--- src/rtl/manch_pkg.sv ---
package manch_pkg;

  typedef enum logic [1:0] {
    ST_IDLE = 2'd0,
    ST_SYNC = 2'd1,
    ST_DATA = 2'd2
  } txState_t;

  // Per-cycle strobes from control to datapath
  typedef struct packed {
    logic active;     // a transmission is in progress
    logic inSync;     // current cell belongs to the command sync
    logic syncLevel;  // line level during the sync
    logic firstHalf;  // first half of the current cell
    logic capture;    // sample nrzIn (bitClk falls after this edge)
    logic load;       // last clock of a cell: move the sampled bit to the cell register
  } txStrobe_t;

endpackage

--- src/rtl/manch_ctrl.sv ---
module manch_ctrl
  import manch_pkg::*;
#(
  parameter int SHORT_PERIOD = 16,
  parameter int LONG_PERIOD  = 32
) (
  input  logic      clk,
  input  logic      rstN,
  input  logic      speedSel,
  input  logic      ctsN,
  output txStrobe_t strobe
);

  localparam int CNT_W = $clog2(LONG_PERIOD);
  localparam logic [CNT_W-1:0] SHORT_LAST = CNT_W'(SHORT_PERIOD - 1);
  localparam logic [CNT_W-1:0] LONG_LAST  = CNT_W'(LONG_PERIOD - 1);
  localparam logic [CNT_W-1:0] SHORT_HALF = CNT_W'(SHORT_PERIOD / 2);
  localparam logic [CNT_W-1:0] LONG_HALF  = CNT_W'(LONG_PERIOD / 2);
  localparam logic [1:0]       SYNC_LAST  = 2'd2;

  txState_t         state;
  logic [CNT_W-1:0] cnt;
  logic [1:0]       syncIdx;
  logic             perLong;
  logic             ctsPrev;

  logic [CNT_W-1:0] lastCnt;
  logic [CNT_W-1:0] halfCnt;
  logic             startTx;
  logic             cellEnd;

  always_comb begin
    lastCnt = perLong ? LONG_LAST : SHORT_LAST;
    halfCnt = perLong ? LONG_HALF : SHORT_HALF;
    startTx = (state == ST_IDLE) && ctsPrev && !ctsN;
    cellEnd = (state != ST_IDLE) && (cnt == lastCnt);
  end

  always_ff @(posedge clk or negedge rstN) begin
    if (!rstN) begin
      state   <= ST_IDLE;
      cnt     <= '0;
      syncIdx <= '0;
      perLong <= 1'b0;
      ctsPrev <= 1'b1;
    end else begin
      ctsPrev <= ctsN;
      if (startTx) begin
        state   <= ST_SYNC;
        cnt     <= '0;
        syncIdx <= '0;
        perLong <= speedSel;
      end else if (state != ST_IDLE) begin
        if (cellEnd) begin
          cnt <= '0;
          if (state == ST_SYNC) begin
            if (syncIdx == SYNC_LAST) state <= ctsN ? ST_IDLE : ST_DATA;
            else                      syncIdx <= syncIdx + 2'd1;
          end else if (ctsN) begin
            state <= ST_IDLE;
          end
        end else begin
          cnt <= cnt + 1'b1;
        end
      end
    end
  end

  always_comb begin
    strobe.active    = (state != ST_IDLE);
    strobe.inSync    = (state == ST_SYNC);
    strobe.firstHalf = strobe.active && (cnt < halfCnt);
    strobe.syncLevel = (syncIdx == 2'd0) || ((syncIdx == 2'd1) && (cnt < halfCnt));
    strobe.capture   = strobe.active && (cnt == halfCnt - 1'b1);
    strobe.load      = cellEnd;
  end

  // A falling edge of ctsN seen while idle starts the sync at count zero
  assert_start_R2: assert property (@(posedge clk) disable iff (!rstN)
    (state == ST_IDLE && ctsPrev && !ctsN) |=> (state == ST_SYNC && cnt == '0 && syncIdx == '0));

  // Leaving data mode happens only at the last clock of a cell
  assert_cell_boundary_R8: assert property (@(posedge clk) disable iff (!rstN)
    (state == ST_DATA && cnt != lastCnt) |=> (state == ST_DATA));

  // The sync leaves its state only after its third cell
  assert_sync_length_R3: assert property (@(posedge clk) disable iff (!rstN)
    (state == ST_SYNC && !(syncIdx == SYNC_LAST && cnt == lastCnt)) |=> (state == ST_SYNC));

  // The cell length stays fixed for the whole transmission
  assert_speed_held_R6: assert property (@(posedge clk) disable iff (!rstN)
    (state != ST_IDLE && $past(state) != ST_IDLE) |-> $stable(perLong));

endmodule

--- src/rtl/manch_dp.sv ---
module manch_dp
  import manch_pkg::*;
(
  input  logic      clk,
  input  logic      rstN,
  input  logic      nrzIn,
  input  txStrobe_t strobe,
  output logic      lineP,
  output logic      lineN,
  output logic      bitClk
);

  logic nextBit;
  logic dataBit;
  logic level;

  always_ff @(posedge clk or negedge rstN) begin
    if (!rstN) begin
      nextBit <= 1'b0;
      dataBit <= 1'b0;
    end else begin
      if (strobe.capture) nextBit <= nrzIn;
      if (strobe.load)    dataBit <= nextBit;
    end
  end

  always_comb begin
    if (strobe.inSync) level = strobe.syncLevel;
    else               level = strobe.firstHalf ? dataBit : !dataBit;
    lineP  = strobe.active ? level  : 1'b1;
    lineN  = strobe.active ? !level : 1'b1;
    bitClk = strobe.firstHalf;
  end

  assert_complement_R7: assert property (@(posedge clk) disable iff (!rstN)
    strobe.active |-> (lineP != lineN));

  assert_idle_level_R1: assert property (@(posedge clk) disable iff (!rstN)
    !strobe.active |-> (lineP && lineN && !bitClk));

endmodule

--- src/rtl/manch_tx.sv ---
module manch_tx
  import manch_pkg::*;
#(
  parameter int SHORT_PERIOD = 16,
  parameter int LONG_PERIOD  = 32
) (
  input  logic clk,
  input  logic rstN,
  input  logic speedSel,
  input  logic ctsN,
  input  logic nrzIn,
  output logic lineP,
  output logic lineN,
  output logic bitClk
);

  txStrobe_t strobe;

  manch_ctrl #(
    .SHORT_PERIOD(SHORT_PERIOD),
    .LONG_PERIOD (LONG_PERIOD)
  ) i_ctrl (
    .clk     (clk),
    .rstN    (rstN),
    .speedSel(speedSel),
    .ctsN    (ctsN),
    .strobe  (strobe)
  );

  manch_dp i_dp (
    .clk   (clk),
    .rstN  (rstN),
    .nrzIn (nrzIn),
    .strobe(strobe),
    .lineP (lineP),
    .lineN (lineN),
    .bitClk(bitClk)
  );

endmodule

--- config.mk ---
export PLATFORM = sky130hd
export DESIGN_NAME = manch_tx
export DESIGN_NICKNAME = d
export VERILOG_FILES = /design/src/rtl/manch_pkg.sv /design/src/rtl/manch_ctrl.sv /design/src/rtl/manch_dp.sv /design/src/rtl/manch_tx.sv
export SDC_FILE = /design/constraint.sdc
export NUM_CORES = 1
export LEC_CHECK = 0
export ABC_AREA = 1
export BUFFER_PORTS_ARGS = -buffer_cell sky130_fd_sc_hd__buf_2
export CORE_MARGIN = 4
export CORE_UTILIZATION = 49
export CTS_CLUSTER_DIAMETER = 50
export CTS_CLUSTER_SIZE = 24
export DETAILED_ROUTE_END_ITERATION = 7
export GPL_ROUTABILITY_DRIVEN = 0
export PLACE_DENSITY_LB_ADDON = 0.15
export REMOVE_ABC_BUFFERS = 1
export SLEW_MARGIN = 30
export SYNTH_ARGS = -nofsm -noshare
export SYNTH_HDL_FRONTEND = slang
export SYNTH_HIERARCHICAL = 1
export SYNTH_SLANG_ARGS = --single-unit
--- constraint.sdc ---
create_clock -name clk -period 1.7 [get_ports clk]
set_input_delay 0.34 -clock clk [delete_from_list [all_inputs] [get_ports clk]]
set_output_delay 0.34 -clock clk [all_outputs]
set_load 0.005 [all_outputs]
== Yosys cells after proc, flatten, opt, wreduce, memory -nomap -nowiden ==
Index checks and enable logic that the tools add are counted.
Widths: inputs -> output; s select.

* RAM bits: 0
* Bits in registers: 13
* Latch bits: 0
* Memories kept: 0
* Memory bits (read-only): 0
* Word-level logic and storage cells: 58

* Shift-type cells: 0
* Add/subtract/negate cells: 3
* Bitwise operators: 0
* Magnitude comparators: 1
* Eq/ne operators: 7
* Multiply operators: 0
* Div/mod/pow operators: 0
* Reduce and logical (&&, ||, !) cells: 19
* Multiplexer cells: 21

{| class="wikitable"
|+ Operator list
! operator !! number
|-
| $mux 5 || 5
|-
| $mux 2 || 12
|-
| $eq 5x5->1 || 2
|-
| $reduce_and 4->1 || 2
|-
| $reduce_bool 2->1 || 4
|-
| $logic_and 1x1->1 || 6
|-
| $add 5x1->5 const B || 1
|-
| $lt 5x5->1 || 1
|-
| $sub 5x1->5 const B || 1
|-
| $eq 2x1->1 const B || 2
|-
| $logic_not 2->1 || 2
|-
| $mux 1 || 4
|-
| $logic_not 1->1 || 3
|-
| $ne 3x3->1 const B || 1
|-
| $reduce_bool 3->1 || 1
|-
| $add 2x1->2 const B || 1
|-
| $eq 2x2->1 const B || 1
|-
| $ne 2x1->1 const B || 1
|-
| $logic_or 1x1->1 || 1
|}

== Depth between registers and ports, before layout ==
Gate-level depths: netlist (run 1).

* Depth in word-level cells: 7
* Gate-level depth with buffers: 9
* Depth with buffers taken out: 9

== By module ==
The synthesis (run 1) kept the hierarchy.

{| class="wikitable"
|+ By module, submodules not included
! module !! seq. area each (µm²) !! area an instance (µm²) !! cells an instance !! times used
|-
| manch_ctrl || 276.5 || 691.9 || 88 || 1
|-
| manch_dp || 50.0 || 135.1 || 21 || 1
|}

== Least setup slack after synthesis (run 1) ==
No wires, ideal clock.

* Kind: reg2out
* From: register i_ctrl.cnt[4]
* To: output lineN
* Data arrival time: 1.225 ns
* Cell stages (with the launch flop): 9
* Path buffers: 0
* Slack: 0.135 ns
* Cells stage by stage: dfrtp_1 > ha_1 > inv_1 > o21bai_1 > nor2_1 > inv_1 > nand2_1 > nand3_1 > nand3_1

{| class="wikitable"
|+ RTL lines
! element !! line !! RTL
|-
| start, declared || manch_ctrl.sv:22 || <nowiki>logic [CNT_W-1:0] cnt;</nowiki>
|-
| start signal, assigned || manch_ctrl.sv:63 || <nowiki>cnt <= cnt + 1'b1;</nowiki>
|-
| end, declared || manch_tx.sv:13 || <nowiki>output logic lineN,</nowiki>
|}

==> results.cfg, run 1 <==
[final_layout]
areaGrowthSynthToFinish_pct = 28.4
nNetsFinal = 141
drive_gt1_frac = 0.310
fin_area_um2 = 1060
fin_util = 0.681
fin_cells = 145
antenna_cells = 0
fillers = 136

[sta]
setup_viol = 3
fin_ws_ps = -303
slew_headroom = 0.670
worstMarginPinSlew_ps = 490
fmaxAchievable_ghz = 0.499
fin_skew_ps = 9.16
layout_min_cycle_time_ps = 2000
final.period_utilization = 1.18
fin_hold_ws_ps = 185
rsz0062_at_grt = yes
drv_slew = 0
setup_tns_ps = -626
hold_violations = 0

[synth]
syn_inst = 109
synth_top_area_share = 0.363
ys_warn_count = 6
ys.flop_type = dfrtp_1
synth.most_common_cell = nand2_1
synthArstFlopShare = 1.00
synthTopCellsByArea = dfrtp_1, nand2_1, ha_1
ys_ff_latch = 13
synth_seq_area_share = 0.395
synth_edf_count = 0
yosysUniqueCellTypes = 21
avgSynthCellArea_um2 = 7.59
yosys.area.top_type = dfrtp_1
netlist_top_cells_count = nand2_1, inv_1, dfrtp_1, nor2_1, nand3_1
netlist_area_um2 = 827

[place]
place_ws_ps = -51.9
dpl_cell_area_um2 = 871
port-buffer-count = 7
dp_hpwl_mm = 1.16
place_inst = 131

[die]
dieArea_um2 = 2410
num_rows = 14
fp.dieW_um = 49.1
die_y_um = 49.1
initial_core_util = 0.530
io_pins = 8
fp.coreArea_um2 = 1560

[clocking]
cts_made_buffers = 3
clkTransAtPathRegs_ps = 90
insertion_delay_ps = 280
root_buffer = clkbuf_4
clockBufferDepth = 2
cts_tree = done
cts-htree-levels = 1
numClockSinks = 13

[drt]
num_vias = 726
drcViolationCount = 0
totalWireLength_mm = 1.78
drt_pass1_iterations = 4
drt_iter0_drc = 5
routedWlPerCell_um = 12.3
detail-route-antenna-nets = 0
via_per_inst = 5.01

[global_route]
antenna_found_initial = 0
grt_pass1_vias = 706
groute.usage.overall = 0.164
grt_overflow = 0
grt_max_degree = 14
grt_first_pass_wirelength_mm = 3.01

[worst_setup_path]
required_ps = 1360
cp_max_fo = 2
setup.worst_path.end_class = primary output
worstSetupPathType = flop to primary output
cp-start-kind = flop
crit_chain = ha_4, inv_4, o21bai_4, o21bai_4, or2_0, nand3_1, buf_2
arrival_ps = 1660
worst_path_largest_cell_delay_ps = 420
crit_top_cell = o21bai_4
critPathSlowestCell = dfrtp_1

[pwr]
p_leak_nw = 0.557
p_per_area_nw_per_um2 = 2000
p_total_mw = 2.12
ir_drop_mv = 1.26

[outcome]
status = finished with violations
violations = setup timing

[run]
drv_cap = 0

[worst_hold_path]
worstHoldPathType = input pin to flop
-- cells in the final DEF, fill, tap and decap left out, drive strengths merged --
master	netlist	final
nand2	31	31
inv	18	18
buf	3	18
nor2	13	13
dfrtp	12	12
nand3	10	10
ha	6	6
o21ai	6	6
clkbuf	0	4
a21oi	3	3
o21bai	2	2
or2	2	2
dlygate4sd3	0	1
nor4	1	1
nand4	1	1
dfstp	1	1
-- cells by family after synthesis --
group / Yosys count / share of synthesized area
buffers and inverters: 21 / 0.113
AO/OA/AOI/OAI: 11 / 0.0771
flip-flops: 13 / 0.395
adder cells (fa/ha/maj): 6 / 0.0908
AND/OR/NAND/NOR: 58 / 0.324
-- sequential cells by signal, indices dropped and copies added, names as in the netlist --
name            cells
i_ctrl/syncIdx      2
i_ctrl/cnt          5
i_dp/nextBit        1
i_ctrl/perLong      1
i_dp/dataBit        1
i_ctrl/state        2
i_ctrl/ctsPrev      1
-- power breakdown --
| group | total [mW] | switching [mW] | internal [mW] | leakage (nW) |
|---|---|---|---|---|
| logic | 1.36 | 0.727 | 0.632 | 0.385 |
| clock network | 0.200 | 0.109 | 0.0911 | 0.0150 |
| registers | 0.560 | 0.116 | 0.444 | 0.157 |
-- worst max-delay path, delay by kind of cell, from the launching register on --
kind                     cells  cell delay [ps]
adder cells (fa/ha/maj)      1              290
AND/OR/NAND/NOR              2              270
AO/OA/AOI/OAI                2              240
flip-flops                   1              420
buffers and inverters        2              150
-- path summary, 6_finish.rpt --
check	startpoint	end	slack, ps	cells after the start
setup / recovery	i_ctrl/cnt[4]	lineN	-300	7
max in group asynchronous	rstN	i_ctrl/ctsPrev	960	2
hold reg to reg	i_dp/nextBit	i_dp/dataBit	490	2
setup reg to reg	i_ctrl/cnt[4]	i_ctrl/syncIdx[0]	130	10
hold / removal	ctsN	i_ctrl/ctsPrev	180	1
min in group asynchronous	rstN	i_ctrl/state[1]	460	2
-- layer usage --
| layer | wire (µm) | vias up | global-route usage |
|---|---|---|---|
| li1 | - | 379 | - |
| met1 | 797 | 330 | 0.194 |
| met2 | 867 | 11 | 0.279 |
| met3 | 67 | 6 | 0.0398 |
| met4 | 51 | 0 | 0.0711 |
| met5 | 0 | - | 0 |
-- layout make-up --
cell class | count | area (µm²) | share of cell area
clock buffers | 4 | 26.3 | 0.0247
inverters | 18 | 70.1 | 0.0660
multi-input cells | 75 | 492 | 0.463
flip-flops and latches | 13 | 327 | 0.307
well taps | 16 | 20.0 | 0.0188
repair buffers | 19 | 128 | 0.120
-- timing repair --
item / in CTS / in global routing
hold buffers: 1 / 0
buffers inserted: 9 / 4
resized for setup: 6 / 12
endpoints found under the setup margin: 3 / 12
pin swaps: 6 / 6
endpoints found under the hold margin: 12 / 0
Note: power is estimated with default switching activity, not from simulation.
==> run 2, diff against run 1 <==
--- a/config.mk
+++ b/config.mk
@@ -6,6 +6,7 @@
 export NUM_CORES = 1
 export LEC_CHECK = 0
 export ABC_AREA = 1
+export ABC_CLOCK_PERIOD_IN_PS = 1700
 export BUFFER_PORTS_ARGS = -buffer_cell sky130_fd_sc_hd__buf_2
 export CORE_MARGIN = 4
 export CORE_UTILIZATION = 49
@@ -18,5 +19,4 @@
 export SLEW_MARGIN = 30
 export SYNTH_ARGS = -nofsm -noshare
 export SYNTH_HDL_FRONTEND = slang
-export SYNTH_HIERARCHICAL = 1
 export SYNTH_SLANG_ARGS = --single-unit
==> constraint.sdc (replaced) <==
create_clock -name clk -period 1.7 [get_ports clk]
set_input_delay 0.34 -clock clk [delete_from_list [all_inputs] [get_ports clk]]
set_output_delay 0.34 -clock clk [all_outputs]
set_load 0.02 [all_outputs]
==> run 2 against run 1 <==
Effect of this change: the flow still finishes with violations (setup timing); die area is 2.4% lower; cell area is 7.3% lower; clock power down 3%; global-route usage fell by 1.3 points; first-iteration DRC count increased to 5.0 times the previous value; critical endpoint unchanged; largest cell class unchanged; largest power group unchanged; highest routed layer unchanged.
==> results.cfg, run 2 <==
[outcome]
status = finished with violations
violations = setup timing

[sta]
fmaxAchievable_ghz = 0.543
hold_violations = 0
final.period_utilization = 1.08
rsz0062_at_grt = yes
setup_tns_ps = -290
slew_headroom = 0.795
drv_slew = 0
fin_hold_ws_ps = 197
layout_min_cycle_time_ps = 1840
fin_skew_ps = 1.74
worstMarginPinSlew_ps = 308
fin_ws_ps = -143
setup_viol = 3

[final_layout]
fillers = 129
top_regs = i_ctrl.cnt: 5 flops, i_ctrl.state: 2 flops, i_ctrl.syncIdx: 2 flops
antenna_cells = 0
largest_reg_flops = 5
regMostFlops = i_ctrl.cnt
areaGrowthSynthToFinish_pct = 22.6
drive_gt1_frac = 0.270
nNetsFinal = 134
seq_area_um2 = 327
multiInputGateArea_um2 = 442
mostFrequentLayoutCell = nand2_1
fin_cells = 138
final_cell_mix = nand2_1, inv_1, dfrtp_1

[synth]
avgSynthCellArea_um2 = 7.65
synth_top_area_share = 0.374
syn_inst = 105
ys_ff_latch = 13
ys_warn_count = 0
synth_seq_area_share = 0.407
ys.flop_type = dfrtp_1
netlist_area_um2 = 803
yosys.area.top_type = dfrtp_1
synth.most_common_cell = nand2_1
synth_edf_count = 0
synthArstFlopShare = 1.00
netlist_top_cells_count = nand2_1, inv_1, dfrtp_1
yosysUniqueCellTypes = 20
synthTopCellsByArea = dfrtp_1, nand2_1, ha_1

[worst_setup_path]
arrival_ps = 1500
setup.worst_path.end_class = primary output
worstSetupPathType = flop to primary output
required_ps = 1360
cp-start-kind = flop
cp_max_fo = 3

[global_route]
grt.busiest_layer = met2
use_met1 = 0.202
met3_usage = 0.0337
antenna_found_initial = 0
grt_max_degree = 14
grt_util_met2 = 0.239
grt_overflow = 0
grt_first_pass_wirelength_mm = 2.86
groute.usage.overall = 0.151
grt_pass1_vias = 656

[clocking]
insertion_delay_ps = 270
numClockSinks = 13
clockBufferDepth = 2
clkTransAtPathRegs_ps = 80
cts-htree-levels = 1
cts_tree = done
cts_made_buffers = 3
root_buffer = clkbuf_4

[drt]
routedWlPerCell_um = 11.6
via_per_inst = 5.17
totalWireLength_mm = 1.60
num_vias = 713
drt_iter0_drc = 25
drcViolationCount = 0
drt_pass1_iterations = 4
detail-route-antenna-nets = 0

[die]
fp.coreArea_um2 = 1520
io_pins = 8
die_y_um = 48.5
initial_core_util = 0.527
dieArea_um2 = 2350
num_rows = 14
fp.dieW_um = 48.5

[place]
port-buffer-count = 7
place_inst = 129
place_ws_ps = 50.5
dp_hpwl_mm = 1.17

[pwr]
ir_drop_mv = 1.04
p_leak_nw = 0.521
p_per_area_nw_per_um2 = 1890

[run]
drv_cap = 0

[worst_hold_path]
worstHoldPathType = input pin to flop
-- run 2: changes by cell type in the layout (fill, tap and decap cells not counted), moves of 3 or more --
cell,previous run,this run
buf_2,7,4
buf_4,11,5
buf_6,0,3
inv_2,1,4
nand3_2,0,3
-- run 2: metrics by stage --
stage                     power (mW)  instance area (µm²)   util
after floorplan                 1.15                  803      -
after global placement          1.34                  866  0.568
after detailed placement        1.37                  866  0.568
after CTS                       1.85                  982  0.644
after global routing            2.03                  985  0.646
final                           1.86                  985  0.646
-- run 2: layout make-up --
type | count | area share
Multi-Input combinational cell | 74 | 0.449
Tap cell | 16 | 0.0203
Clock inverter | 1 | 0.00508
Sequential cell | 13 | 0.332
Timing Repair Buffer | 13 | 0.103
Clock buffer | 3 | 0.0229
Inverter | 18 | 0.0686
-- run 2: where the power goes --
group	internal [mW]	switching, mW	total [mW]
sequential	0.432	0.103	0.534
clock	0.0872	0.107	0.194
combinational	0.516	0.614	1.13
-- run 2: path summary, 6_finish.rpt --
kind / start / to / cells after the start / slack, ps
setup / recovery: i_ctrl.cnt[4] / lineN / 8 / -140
hold / removal: ctsN / i_ctrl.ctsPrev / 1 / 200
setup reg to reg: i_ctrl.cnt[4] / i_ctrl.syncIdx[1] / 7 / 240
hold reg to reg: i_dp.nextBit / i_dp.nextBit / 2 / 510
max in group asynchronous: rstN / i_ctrl.ctsPrev / 2 / 940
min in group asynchronous: rstN / i_dp.dataBit / 2 / 480
-- run 2: timing repair --
item / in CTS / in global routing
pin swaps: 3 / 0
hold endpoints to repair: 12 / 0
resized for setup: 14 / 1
endpoints found under the setup margin: 3 / 3
buffers inserted: 4 / 0
hold buffers: 1 / 0
-- run 2: worst max-delay path: stages (launching register included) --
cell,delay (ps)
dfrtp_1,420
ha_4,270
nand2_4,60
nand3_2,90
nand2_2,70
nand3_2,60
nand2_1,70
nand2_1,50
buf_6,130
-- run 2: logic make-up (layout without fill, tap and decap cells) --
group	after synthesis	after routing	share of synthesized area
AND/OR/NAND/NOR	58	58	0.338
buffers and inverters	18	35	0.0841
flip-flops	13	13	0.407
AO/OA/AOI/OAI	8	8	0.0561
adder cells (fa/ha/maj)	6	6	0.0935
XOR/XNOR	2	2	0.0218
-- run 2: metal layers --
metal / vias to the layer above / wire [µm]
met3: 4 / 56
met5: - / 0
li1: 369 / -
met2: 11 / 782
met4: 0 / 17
met1: 329 / 741
==> run 3, diff against run 2 <==
--- a/config.mk
+++ b/config.mk
@@ -14,7 +14,7 @@
 export CTS_CLUSTER_SIZE = 24
 export DETAILED_ROUTE_END_ITERATION = 7
 export GPL_ROUTABILITY_DRIVEN = 0
-export PLACE_DENSITY_LB_ADDON = 0.15
+export PLACE_DENSITY = 0.68
 export REMOVE_ABC_BUFFERS = 1
 export SLEW_MARGIN = 30
 export SYNTH_ARGS = -nofsm -noshare
==> run 3 against run 2 <==
Effect of this change: the flow still finishes with violations (setup timing); flip-flop and latch count did not move; worst setup slack lost 24 ps; sequential share of layout area fell by 1.2 points; via count grew 1.4%; critical path type unchanged.
==> results.cfg, run 3 (same netlist as run 2, synthesis figures left out) <==
[worst_setup_path]
worstSetupPathType = flop to primary output
cp_max_fo = 3
crit_chain = inv_2, ha_4, nand2_4, nand3_4, nand2_2, nand3_2, nand2_1, nand2_1, buf_6
reg2reg_slack_ps = 230
r2r_start = i_ctrl.cnt[4]
critPathSlowestCell = dfrtp_1
arrival_ps = 1530
worst_path_largest_cell_delay_ps = 380
reg2regPathDepth = 7
setup.worst_path.end_class = primary output
crit_top_cell = nand2_1
required_ps = 1360
critPathLaunch = i_ctrl.perLong
cp-start-kind = flop
r2r-end = i_ctrl.syncIdx[0]

[pwr]
p_per_area_nw_per_um2 = 1900
ir_drop_mv = 0.897
comb_power_share = 0.626
seq_power_share = 0.273
p_leak_nw = 0.531
internal_power_mw = 1.08
power_switching_mw = 0.862
p_total_mw = 1.95
switching_share = 0.443
pwr-share-clk = 0.101

[drt]
num_vias = 723
drcViolationCount = 0
detail-route-antenna-nets = 0
drt_pass1_iterations = 4
drt_iter0_drc = 9
routedWlPerCell_um = 12.0
totalWireLength_mm = 1.68
via_per_inst = 5.16

[final_layout]
mostFrequentLayoutCell = nand2_1
nNetsFinal = 136
regMostFlops = i_ctrl.cnt
final_cell_mix = nand2_1, inv_1, dfrtp_1
top_regs = i_ctrl.cnt: 5 flops, i_ctrl.state: 2 flops, i_ctrl.syncIdx: 2 flops
largest_reg_flops = 5
antenna_cells = 0
fillers = 126
fin_area_um2 = 1020
fin_util = 0.671
drive_gt1_frac = 0.298
areaGrowthSynthToFinish_pct = 27.3

[outcome]
violations = setup timing
status = finished with violations

[sta]
layout_min_cycle_time_ps = 1870
fin_ws_ps = -167
slew_headroom = 0.795
fmaxAchievable_ghz = 0.536
setup_viol = 3
final.period_utilization = 1.10
worstMarginPinSlew_ps = 308
fin_skew_ps = 3.12
rsz0062_at_grt = yes
drv_slew = 0
hold_violations = 0

[clocking]
clockBufferDepth = 2
cts_made_buffers = 3
root_buffer = clkbuf_4
insertion_delay_ps = 280
cts-htree-levels = 1
clkTransAtPathRegs_ps = 90
numClockSinks = 13
cts_tree = done

[worst_hold_path]
holdPathStages = 1
worstHoldPathType = input pin to flop
hold_end = i_ctrl.ctsPrev
hp-start = ctsN

[die]
dieArea_um2 = 2350
num_rows = 14
io_pins = 8
fp.dieW_um = 48.5
die_y_um = 48.5
initial_core_util = 0.527
fp.coreArea_um2 = 1520

[place]
dpl_cell_area_um2 = 873
dp_hpwl_mm = 1.21
port-buffer-count = 7

[global_route]
grt_overflow = 0
grt_pass1_vias = 740
grt_first_pass_wirelength_mm = 3.14
antenna_found_initial = 0
groute.usage.overall = 0.164
grt_max_degree = 14

[run]
drv_cap = 0
==> run 3: per-stage QoR <==
stage	worst slack [ps]	TNS (ps)	hold WS, ps	cells
floorplan	159	0	44.4	105
global placement	109	0	248	130
detailed placement	41.9	0	251	130
CTS	-152	-300	189	139
global route	-260	-615	175	140
finish	-167	-375	194	140
==> run 3: worst max path at each step <==
| stage | to | slack (ps) | cells past startpoint |
|---|---|---|---|
| after floorplan | lineN | 160 | 7 |
| after global placement | lineN | 110 | 8 |
| after detailed placement | lineN | 40 | 9 |
| after CTS | lineN | -150 | 9 |
| after global routing | lineN | -260 | 9 |
| final | lineN | -170 | 9 |
==> run 3: what timing repair did <==
item / 4_1_cts / 5_1_grt
endpoints found under the setup margin: 3 / 3
hold buffers: 1 / 0
gates resized for setup: 17 / 2
hold endpoints to repair: 12 / 0
buffers inserted: 4 / 1
pin swaps: 6 / 2
==> run 3: layout make-up <==
cell class	count	area (µm²)	share of cell area
multi-input cells	74	464	0.454
flip-flops and latches	13	327	0.319
repair buffers	15	116	0.114
inverters	18	67.6	0.0661
clock buffers	3	22.5	0.0220
well taps	16	20.0	0.0196
clock inverters	1	5.00	0.00490
==> run 3: worst max-delay path, delay by kind of cell, from the launching register on <==
kind	cells	cell delay, ps
adder cells (fa/ha/maj)	1	220
buffers and inverters	2	240
flip-flops	1	380
AND/OR/NAND/NOR	6	410
==> run 3: layer usage <==
metal  wire length (µm)  global-route usage
met1                750               0.222
met2                839               0.261
met3                 75              0.0307
met4                  9              0.0538
met5                  0                   0
==> run 3: power groups by stage <==
stage / Combinational [mW] / Sequential (mW) / Clock [mW]
after floorplan: 0.630 / 0.515 / 0
after global placement: 0.824 / 0.531 / 0
after detailed placement: 0.859 / 0.534 / 0
after CTS: 1.16 / 0.531 / 0.202
after global routing: 1.36 / 0.553 / 0.227
final: 1.22 / 0.531 / 0.196
